--- config.mk ---
export PLATFORM = sky130hd
export DESIGN_NAME = crt_hblank_hsync
export DESIGN_NICKNAME = d
export VERILOG_FILES = /design/src/rtl/crt_htiming_pkg.sv /design/src/rtl/crt_hcount.sv /design/src/rtl/crt_hwindow.sv /design/src/rtl/crt_hdelay.sv /design/src/rtl/crt_hblank_hsync.sv
export SDC_FILE = /design/constraint.sdc
export NUM_CORES = 1
export LEC_CHECK = 0
export CAP_MARGIN = 25
export CORE_UTILIZATION = 38
export CTS_CLUSTER_SIZE = 8
export DETAILED_ROUTE_END_ITERATION = 16
export DONT_BUFFER_PORTS = 1
export SYNTH_ARGS = -nofsm -noshare
export SYNTH_HDL_FRONTEND = slang
export SYNTH_SLANG_ARGS = --single-unit
export TNS_END_PERCENT = 20
--- constraint.sdc ---
create_clock -name clk -period 4.3 [get_ports clk]
set_clock_uncertainty 0.2 [all_clocks]
set_input_delay 0.86 -clock clk [delete_from_list [all_inputs] [get_ports clk]]
set_output_delay 0.86 -clock clk [all_outputs]
set_load 0.005 [all_outputs]
--- src/rtl/crt_htiming_pkg.sv ---
`timescale 1ns/1ps
package crt_htiming_pkg;

    typedef enum logic {
        END_STD = 1'b0,
        END_EXT = 1'b1
    } end_mode_e;

    // Mask selecting the end-compare width: narrow bits in standard mode, all bits otherwise.
    function automatic logic [15:0] end_mask(input end_mode_e mode, input int narrow_w);
        logic [15:0] m;
        m = '1;
        if (mode == END_STD) begin
            m = 16'((17'd1 << narrow_w) - 17'd1);
        end
        return m;
    endfunction

endpackage

--- src/rtl/crt_hcount.sv ---
`timescale 1ns/1ps
module crt_hcount #(
    parameter int CNT_W = 8
) (
    input  logic             clk,
    input  logic             rst_n,
    input  logic             char_en,
    input  logic [CNT_W-1:0] total,
    output logic [CNT_W-1:0] cnt,
    output logic [CNT_W-1:0] cnt_nxt
);

    typedef struct packed {
        logic [CNT_W-1:0] cnt;
    } cnt_st_t;

    cnt_st_t st_d, st_q;
    logic [CNT_W-1:0] wrap_val;

    always_comb begin
        wrap_val = (st_q.cnt == total) ? '0 : st_q.cnt + 1'b1;
        st_d     = st_q;
        if (char_en) begin
            st_d.cnt = wrap_val;
        end
    end

    always_ff @(posedge clk or negedge rst_n) begin
        if (!rst_n) begin
            st_q <= '0;
        end else begin
            st_q <= st_d;
        end
    end

    assign cnt     = st_q.cnt;
    assign cnt_nxt = wrap_val;

endmodule

--- src/rtl/crt_hwindow.sv ---
`timescale 1ns/1ps
module crt_hwindow #(
    parameter int CNT_W = 8,
    parameter int END_W = 8
) (
    input  logic             clk,
    input  logic             rst_n,
    input  logic             char_en,
    input  logic [CNT_W-1:0] cnt_nxt,
    input  logic [CNT_W-1:0] start_pos,
    input  logic [END_W-1:0] end_val,
    input  logic [END_W-1:0] end_msk,
    output logic             active
);

    typedef struct packed {
        logic act;
    } win_st_t;

    win_st_t st_d, st_q;
    logic    start_hit;
    logic    end_hit;

    always_comb begin
        start_hit = (cnt_nxt == start_pos);
        end_hit   = ((cnt_nxt[END_W-1:0] & end_msk) == (end_val & end_msk));
        st_d      = st_q;
        if (char_en) begin
            if (st_q.act) begin
                // end compare is only meaningful inside an open window
                if (end_hit) begin
                    st_d.act = 1'b0;
                end
            end else if (start_hit) begin
                st_d.act = 1'b1;
            end
        end
    end

    always_ff @(posedge clk or negedge rst_n) begin
        if (!rst_n) begin
            st_q <= '0;
        end else begin
            st_q <= st_d;
        end
    end

    assign active = st_q.act;

endmodule

--- src/rtl/crt_hdelay.sv ---
`timescale 1ns/1ps
module crt_hdelay #(
    parameter int STAGES = 3,
    parameter int SEL_W  = $clog2(STAGES + 1)
) (
    input  logic             clk,
    input  logic             rst_n,
    input  logic             char_en,
    input  logic             din,
    input  logic [SEL_W-1:0] sel,
    output logic             dout
);

    typedef struct packed {
        logic [STAGES-1:0] sr;
    } dly_st_t;

    dly_st_t           st_d, st_q;
    logic [STAGES:0]   taps;

    always_comb begin
        st_d = st_q;
        if (char_en) begin
            st_d.sr = STAGES'({st_q.sr, din});
        end
    end

    always_ff @(posedge clk or negedge rst_n) begin
        if (!rst_n) begin
            st_q <= '0;
        end else begin
            st_q <= st_d;
        end
    end

    // tap 0 is the undelayed input, tap k is k enables old
    assign taps = {st_q.sr, din};
    assign dout = (32'(sel) <= STAGES) ? taps[sel] : taps[STAGES];

endmodule

--- src/rtl/crt_hblank_hsync.sv ---
`timescale 1ns/1ps
module crt_hblank_hsync
    import crt_htiming_pkg::*;
#(
    parameter int CNT_W      = 8,
    parameter int STD_END_W  = 6,
    parameter int EXT_END_W  = 8,
    parameter int SYNC_END_W = 6,
    parameter int DLY_STAGES = 3,
    localparam int LO_W      = STD_END_W - 1,
    localparam int HI_W      = EXT_END_W - STD_END_W,
    localparam int SLO_W     = SYNC_END_W - 1,
    localparam int DLY_SEL_W = $clog2(DLY_STAGES + 1)
) (
    input  logic                 clk,
    input  logic                 rst_n,
    input  logic                 char_en,
    input  logic                 ext_mode,
    input  logic [CNT_W-1:0]     h_total,
    input  logic [CNT_W-1:0]     blank_start,
    input  logic [LO_W-1:0]      blank_end_lo,
    input  logic                 blank_end_b5,
    input  logic [HI_W-1:0]      blank_end_hi,
    input  logic [CNT_W-1:0]     sync_start,
    input  logic [SLO_W-1:0]     sync_end_lo,
    input  logic                 sync_end_b5,
    input  logic [DLY_SEL_W-1:0] sync_delay,
    output logic                 blank,
    output logic                 sync,
    output logic [CNT_W-1:0]     hcount
);

    logic [CNT_W-1:0]      cnt_nxt;
    logic [EXT_END_W-1:0]  blank_end_val;
    logic [EXT_END_W-1:0]  blank_end_msk;
    logic [15:0]           msk_full;
    logic [SYNC_END_W-1:0] sync_end_val;
    logic                  sync_raw;

    always_comb begin
        blank_end_val = {blank_end_hi, blank_end_b5, blank_end_lo};
        msk_full      = end_mask(end_mode_e'(ext_mode), STD_END_W);
        blank_end_msk = msk_full[EXT_END_W-1:0];
        sync_end_val  = {sync_end_b5, sync_end_lo};
    end

    crt_hcount #(.CNT_W(CNT_W)) u_cnt (
        .clk     (clk),
        .rst_n   (rst_n),
        .char_en (char_en),
        .total   (h_total),
        .cnt     (hcount),
        .cnt_nxt (cnt_nxt)
    );

    crt_hwindow #(.CNT_W(CNT_W), .END_W(EXT_END_W)) u_blank (
        .clk       (clk),
        .rst_n     (rst_n),
        .char_en   (char_en),
        .cnt_nxt   (cnt_nxt),
        .start_pos (blank_start),
        .end_val   (blank_end_val),
        .end_msk   (blank_end_msk),
        .active    (blank)
    );

    crt_hwindow #(.CNT_W(CNT_W), .END_W(SYNC_END_W)) u_sync (
        .clk       (clk),
        .rst_n     (rst_n),
        .char_en   (char_en),
        .cnt_nxt   (cnt_nxt),
        .start_pos (sync_start),
        .end_val   (sync_end_val),
        .end_msk   ({SYNC_END_W{1'b1}}),
        .active    (sync_raw)
    );

    generate
        if (DLY_STAGES > 0) begin : g_dly
            crt_hdelay #(.STAGES(DLY_STAGES), .SEL_W(DLY_SEL_W)) u_dly (
                .clk     (clk),
                .rst_n   (rst_n),
                .char_en (char_en),
                .din     (sync_raw),
                .sel     (sync_delay),
                .dout    (sync)
            );
        end else begin : g_nodly
            assign sync = sync_raw;
        end
    endgenerate

endmodule

==> results.ini, run 1 <==
[flow_run]
max-cap-violations=0

[setup_path]
critPathKind=reg2reg
path_buf_inv=0
worstPathRequired_ns=4.26
crit_fanout=8
worst_path_largest_cell_delay_ns=0.59
cpMaxStageDelayCell=dfrtp_1
cpMostUsedCell=nand3_1
crit_arrival_ns=2.47
crit_family=compound AO/OA/AOI/OAI gates
cp-start-kind=flop
cp_cell_sequence=ha_1 > nand3_1 > xor2_1 > a21oi_4 > xnor2_1 > and3_1 > nand3_1 > o32a_1
cp-end-kind=flop

[finish]
drive_gt1_frac=0.221
multi_input_area_um2=925
syn_to_final_growth_pct=4.35
diodes=0
nNetsFinal=168
fill_cells=342
register_area_um2=325
finish.instance_area_mm2=0.00135

[pwr]
power.net_switching_uw=436
seq_power_share=0.308
p_leak_uw=0.000521
p_sw_frac=0.473
comb_power_share=0.613
p_int_uw=487
power_density_mw_per_mm2=684
max-vdd-ir-drop_mv=0.251
p_clk_frac=0.079

[clocking]
clk_latency_ns=0.27
h-tree-depth=1
cts_tree=built
cts_resized=0
cts_setup_buffers=0
clk_pin_slew_ns=0.07
root_buffer=clkbuf_4
clockBufferDepth=2
numCtsBuffers=3
cts_sinks=13
cts_hold_buf=0

[global_routing]
grt_pass1_vias=897
grt_max_degree=17
grt_pass1_wl_um=4400
antenna_found_initial=0
grt_util_all_layers=0.165
grt_overflow_total=0

[die]
dieArea_mm2=0.00364
initial_utilization=0.410
core_mm2=0.00315
rows=20
pin_count=54
dieHeight_um=60.4
die_w_um=60.4

[route]
drc=0
detail-route-antenna-nets=0
dr.pass1.iters=4
drt-vias-per-instance=5.40
drt_wl_total_um=2840
dr.first_iter.drc_count=30
vias=897
wl_per_cell_um=17.1

[worst_hold_path]
hp-class=in2async

[synth]
netlist_area_mm2=0.00129
ys_seq_elements=13
avgSynthCellArea_um2=10.5
seq_area_frac_synth=0.251
synth_cells=123
synthesis.nets=168
ys_types=35
yosys_warnings=0

[placed_design]
place_area_mm2=0.00132
dp.final_hpwl_um=2330
place_congestion=0.709
port_buffers=0

[sta]
period_share=0.583
slew_viol_final=0
setup-tns-final_ns=0
hold_viol=0
rsz0062_at_grt=false
tightestPinTransition_ns=0.399
setup-violations-final=0
fin_crit_ns=2.51
fmax_ghz=0.399
relSlewSlack=0.734

[run_status]
status=completed

[cell usage in the layout, fill, tap and decap left out]
master	netlist	layout
a41o_1	1	1
a31oi_1	1	1
o21ai_0	1	1
mux2_2	6	6
nor3_1	3	3
o22ai_2	2	2
xnor2_2	8	8
nand4_4	2	2
dfrtp_1	13	13
a21boi_1	1	1
mux4_2	1	1
clkbuf_4	0	3
nor2_1	5	5
o31a_1	1	1
a21oi_4	1	1
xnor2_1	17	17
o32ai_1	1	1
o32a_1	1	1
xor2_1	16	16
nand3_1	9	9
o22ai_4	1	1
nor4b_1	1	1
o21ai_2	1	1
a21oi_2	2	2
nand4_1	2	2
ha_1	1	1
mux2i_1	5	5
o21a_1	3	3
nor4_1	2	2
inv_1	5	5
nand2_1	2	2
clkbuf_1	2	1
and3_1	1	1
and4_1	2	2
[power by group through the flow]
stage / Combinational [µW] / Sequential (µW) / Clock [µW]
4_1_cts: 572 / 289 / 78.0
5_1_grt: 624 / 298 / 85.2
2_1_floorplan: 522 / 238 / 0
3_5_place_dp: 569 / 291 / 0
3_3_place_gp: 555 / 289 / 0
6_report: 565 / 285 / 72.9
[cells in the mapped netlist, drive strengths merged]
library cell / count / area, µm²
buf: 3 / 17.5
o22ai: 3 / 45.0
a31oi: 1 / 6.26
a21oi: 3 / 33.8
nor4b: 1 / 8.76
o32a: 1 / 10.0
nor3: 3 / 15.0
nand3: 9 / 45.0
a21boi: 1 / 7.51
o21a: 3 / 22.5
nor2: 5 / 18.8
xnor2: 25 / 279
and3: 1 / 6.26
a41o: 1 / 10.0
mux4: 1 / 22.5
xor2: 16 / 140
nand2: 2 / 7.51
nand4: 4 / 55.1
o32ai: 1 / 8.76
mux2i: 5 / 50.1
clkbuf: 2 / 7.51
and4: 2 / 17.5
mux2: 6 / 67.6
o31a: 1 / 8.76
inv: 5 / 18.8
dfrtp: 13 / 325
ha: 1 / 12.5
o21ai: 2 / 13.8
nor4: 2 / 12.5
[final cells by class]
cell class / instances / share of cell area
clock buffer: 4 / 0.0195
inverter: 5 / 0.0139
multi-input combinational: 100 / 0.685
sequential: 13 / 0.241
tap: 44 / 0.0408
[worst register-to-register path, cell delays in order, from the launching register on]
cell     delay (ns)
dfrtp_1        0.59
ha_1           0.33
nand3_1        0.12
xor2_1         0.19
a21oi_4        0.27
xnor2_1        0.15
and3_1         0.16
nand3_1        0.07
o32a_1         0.32
[routing by layer]
layer,up-vias,share of wire,GRT usage
li1,436,-,-
met2,28,0.48,0.261
met5,-,0,0
met1,428,0.45,0.220
met3,5,0.061,0.0341
met4,0,0.015,0.0698
[per-stage QoR]
step | setup WS, ns | hold WS (ns) | util | cells | power (µW)
after floorplan | 1.81 | 0.275 | - | 123 | 760
after global placement | 1.68 | 0.288 | 0.420 | 162 | 844
after detailed placement | 1.67 | 0.302 | 0.420 | 162 | 860
after CTS | 1.78 | 0.0616 | 0.428 | 166 | 939
after global routing | 1.65 | 0.0446 | 0.428 | 166 | 1010
final | 1.79 | 0.0732 | 0.428 | 166 | 923
[final timing paths]
check | from | endpoint | slack, ns | depth (start not counted)
worst max-delay path | u_cnt.cnt[0] | u_blank.active | 1.79 | 8
worst min-delay path | rst_n | g_dly.u_dly.st_q[1] | 0.07 | 0
worst max register to register | u_cnt.cnt[0] | u_blank.active | 1.79 | 8
worst min register to register | g_dly.u_dly.st_q[2] | g_dly.u_dly.st_q[2] | 0.32 | 1
max in group asynchronous | rst_n | u_cnt.cnt[6] | 3.75 | 0
min in group clk | g_dly.u_dly.st_q[2] | g_dly.u_dly.st_q[2] | 0.32 | 1
[flip-flops by register name, indices dropped and copies added, names as in the netlist]
name and cells:
u_cnt.cnt 8, u_sync.active 1, g_dly.u_dly.st_q 3, u_blank.active 1
[cell families after synthesis]
logic type,after synthesis,share of synthesized area
and+or+nand+nor,29,0.144
AOI/OAI and AO/OA,17,0.129
DFF,13,0.251
buffers and inverters,10,0.0339
adders and majority gates,1,0.00967
muxes,12,0.108
xor gates and xnor gates,41,0.324
(Power assumes the default switching activity.)
==> run 2: changes to the inputs <==
==> constraint.sdc (replaced) <==
create_clock -name clk -period 2.2 [get_ports clk]
set_clock_uncertainty 0.2 [all_clocks]
set_input_delay 0.44 -clock clk [delete_from_list [all_inputs] [get_ports clk]]
set_output_delay 0.44 -clock clk [all_outputs]
set_load 0.005 [all_outputs]
==> run 2 against run 1 <==
Clock power rose by 110%. Worst setup slack got worse by 1.8 ns. Global-route usage grew 2.0 points. Largest power group unchanged.
==> results.ini, run 2 (synthesis gave the netlist of run 1 again) <==
[run_status]
status=completed

[setup_path]
crit_arrival_ns=2.16
worstPathRequired_ns=2.17
cp-end-kind=flop
crit_fanout=6
cp-start-kind=flop
critPathKind=reg2reg

[clocking]
cts_tree=built
clockBufferDepth=2
h-tree-depth=1
cts_sinks=13
root_buffer=clkbuf_4
numCtsBuffers=3
clk_pin_slew_ns=0.08
clk_latency_ns=0.28

[route]
drt_wl_total_um=3270
dr.first_iter.drc_count=18
vias=1020
detail-route-antenna-nets=0
drc=0
dr.pass1.iters=4
drt-vias-per-instance=5.37
wl_per_cell_um=17.2

[placed_design]
port_buffers=0
placed_cells=183
place_congestion=0.781
dp.final_hpwl_um=2560

[finish]
diodes=0
fill_cells=317
fin_cells=190
final_cell_mix=buf_4 (21), xor2_1 (16), xnor2_1 (15)
nNetsFinal=192
drive_gt1_frac=0.452
largest_register_ffs=8
syn_to_final_growth_pct=25.9
layout_commonest_cell=buf_4

[die]
pin_count=54
core_mm2=0.00315
dieHeight_um=60.4
initial_utilization=0.410
die_w_um=60.4
dieArea_mm2=0.00364
rows=20

[worst_hold_path]
hp-class=in2reg

[sta]
rsz0062_at_grt=true
period_share=0.994
hold_viol=0
setup-violations-final=0
fin_crit_ns=2.19
fmax_ghz=0.457
setup-tns-final_ns=0
relSlewSlack=0.567
slew_viol_final=0
tightestPinTransition_ns=0.648

[pwr]
p_leak_uw=0.000656
max-vdd-ir-drop_mv=0.493
power_density_mw_per_mm2=1410

[global_routing]
grt_pass1_vias=1034
antenna_found_initial=0
grt_max_degree=17
grt_util_all_layers=0.186
grt_overflow_total=0
grt_pass1_wl_um=4940

[flow_run]
max-cap-violations=0

-- run 2: cell count changes in the layout (fill, tap and decap cells not counted), sizes merged --
cell	change
buf	+23
dlygate4sd3	+1
-- run 2: final timing paths --
path                                          start             endpoint  slack (ns)  cells past startpoint
worst min register to register  g_dly.u_dly.st_q[2]  g_dly.u_dly.st_q[2]        0.31                      1
min in group asynchronous                     rst_n         u_cnt.cnt[7]        0.42                      1
max in group asynchronous                     rst_n         u_cnt.cnt[2]        0.93                      1
worst max register to register         u_cnt.cnt[1]       u_blank.active        0.01                      7
worst min-delay path                        char_en         u_cnt.cnt[0]        0.04                      1
worst max-delay path                   u_cnt.cnt[1]       u_blank.active        0.01                      7
-- run 2: per-stage QoR --
| stage | util | power [µW] | setup slack (ns) | area, µm² | hold WS, ns |
|---|---|---|---|---|---|
| 2_1_floorplan | - | 1490 | 0.0153 | 1290 | -0.0556 |
| 3_3_place_gp | 0.470 | 1930 | -0.0855 | 1480 | -0.0552 |
| 3_5_place_dp | 0.470 | 1950 | -0.0949 | 1480 | -0.0552 |
| 4_1_cts | 0.498 | 2210 | -0.00503 | 1570 | 0.0370 |
| 5_1_grt | 0.517 | 2460 | -0.0646 | 1630 | 0.0302 |
| 6_report | 0.517 | 2290 | 0.0132 | 1630 | 0.0396 |
-- run 2: area by class of cell --
cell class	count	area [µm²]	area share
multi-input combinational	100	1010	0.618
clock buffer	4	26.3	0.0161
sequential	13	332	0.204
inverter	5	18.8	0.0115
tap	44	55.1	0.0338
timing repair buffer	24	190	0.117
-- run 2: routing by layer --
metal,part of all wire,track usage
met1,0.41,0.227
met2,0.52,0.327
met3,0.057,0.0362
met4,0.013,0.0598
met5,0,0
-- run 2: critical path: stages (launching register included) --
cell and delay, ns:
dfrtp_2 0.47, xnor2_2 0.22, nand4_4 0.23, o22ai_2 0.25, buf_4 0.18, xor2_1 0.16
a21boi_1 0.09, o32a_1 0.28
-- run 2: timing repair --
| item | CTS | global route |
|---|---|---|
| hold buffers | 1 | 0 |
| hold endpoints to repair | 13 | 0 |
| setup endpoints to repair | 2 | 2 |
| setup buffers | 2 | 0 |
| resized for setup | 12 | 12 |
| pin swaps | 4 | 8 |
-- run 2: power breakdown --
group / switching, µW / leakage [µW] / internal, µW / total (µW)
registers: 152 / 0.000157 / 352 / 504
clock network: 85.4 / 0.0000150 / 70.5 / 156
logic: 775 / 0.000484 / 858 / 1630
total: 1010 / 0.000656 / 1280 / 2290
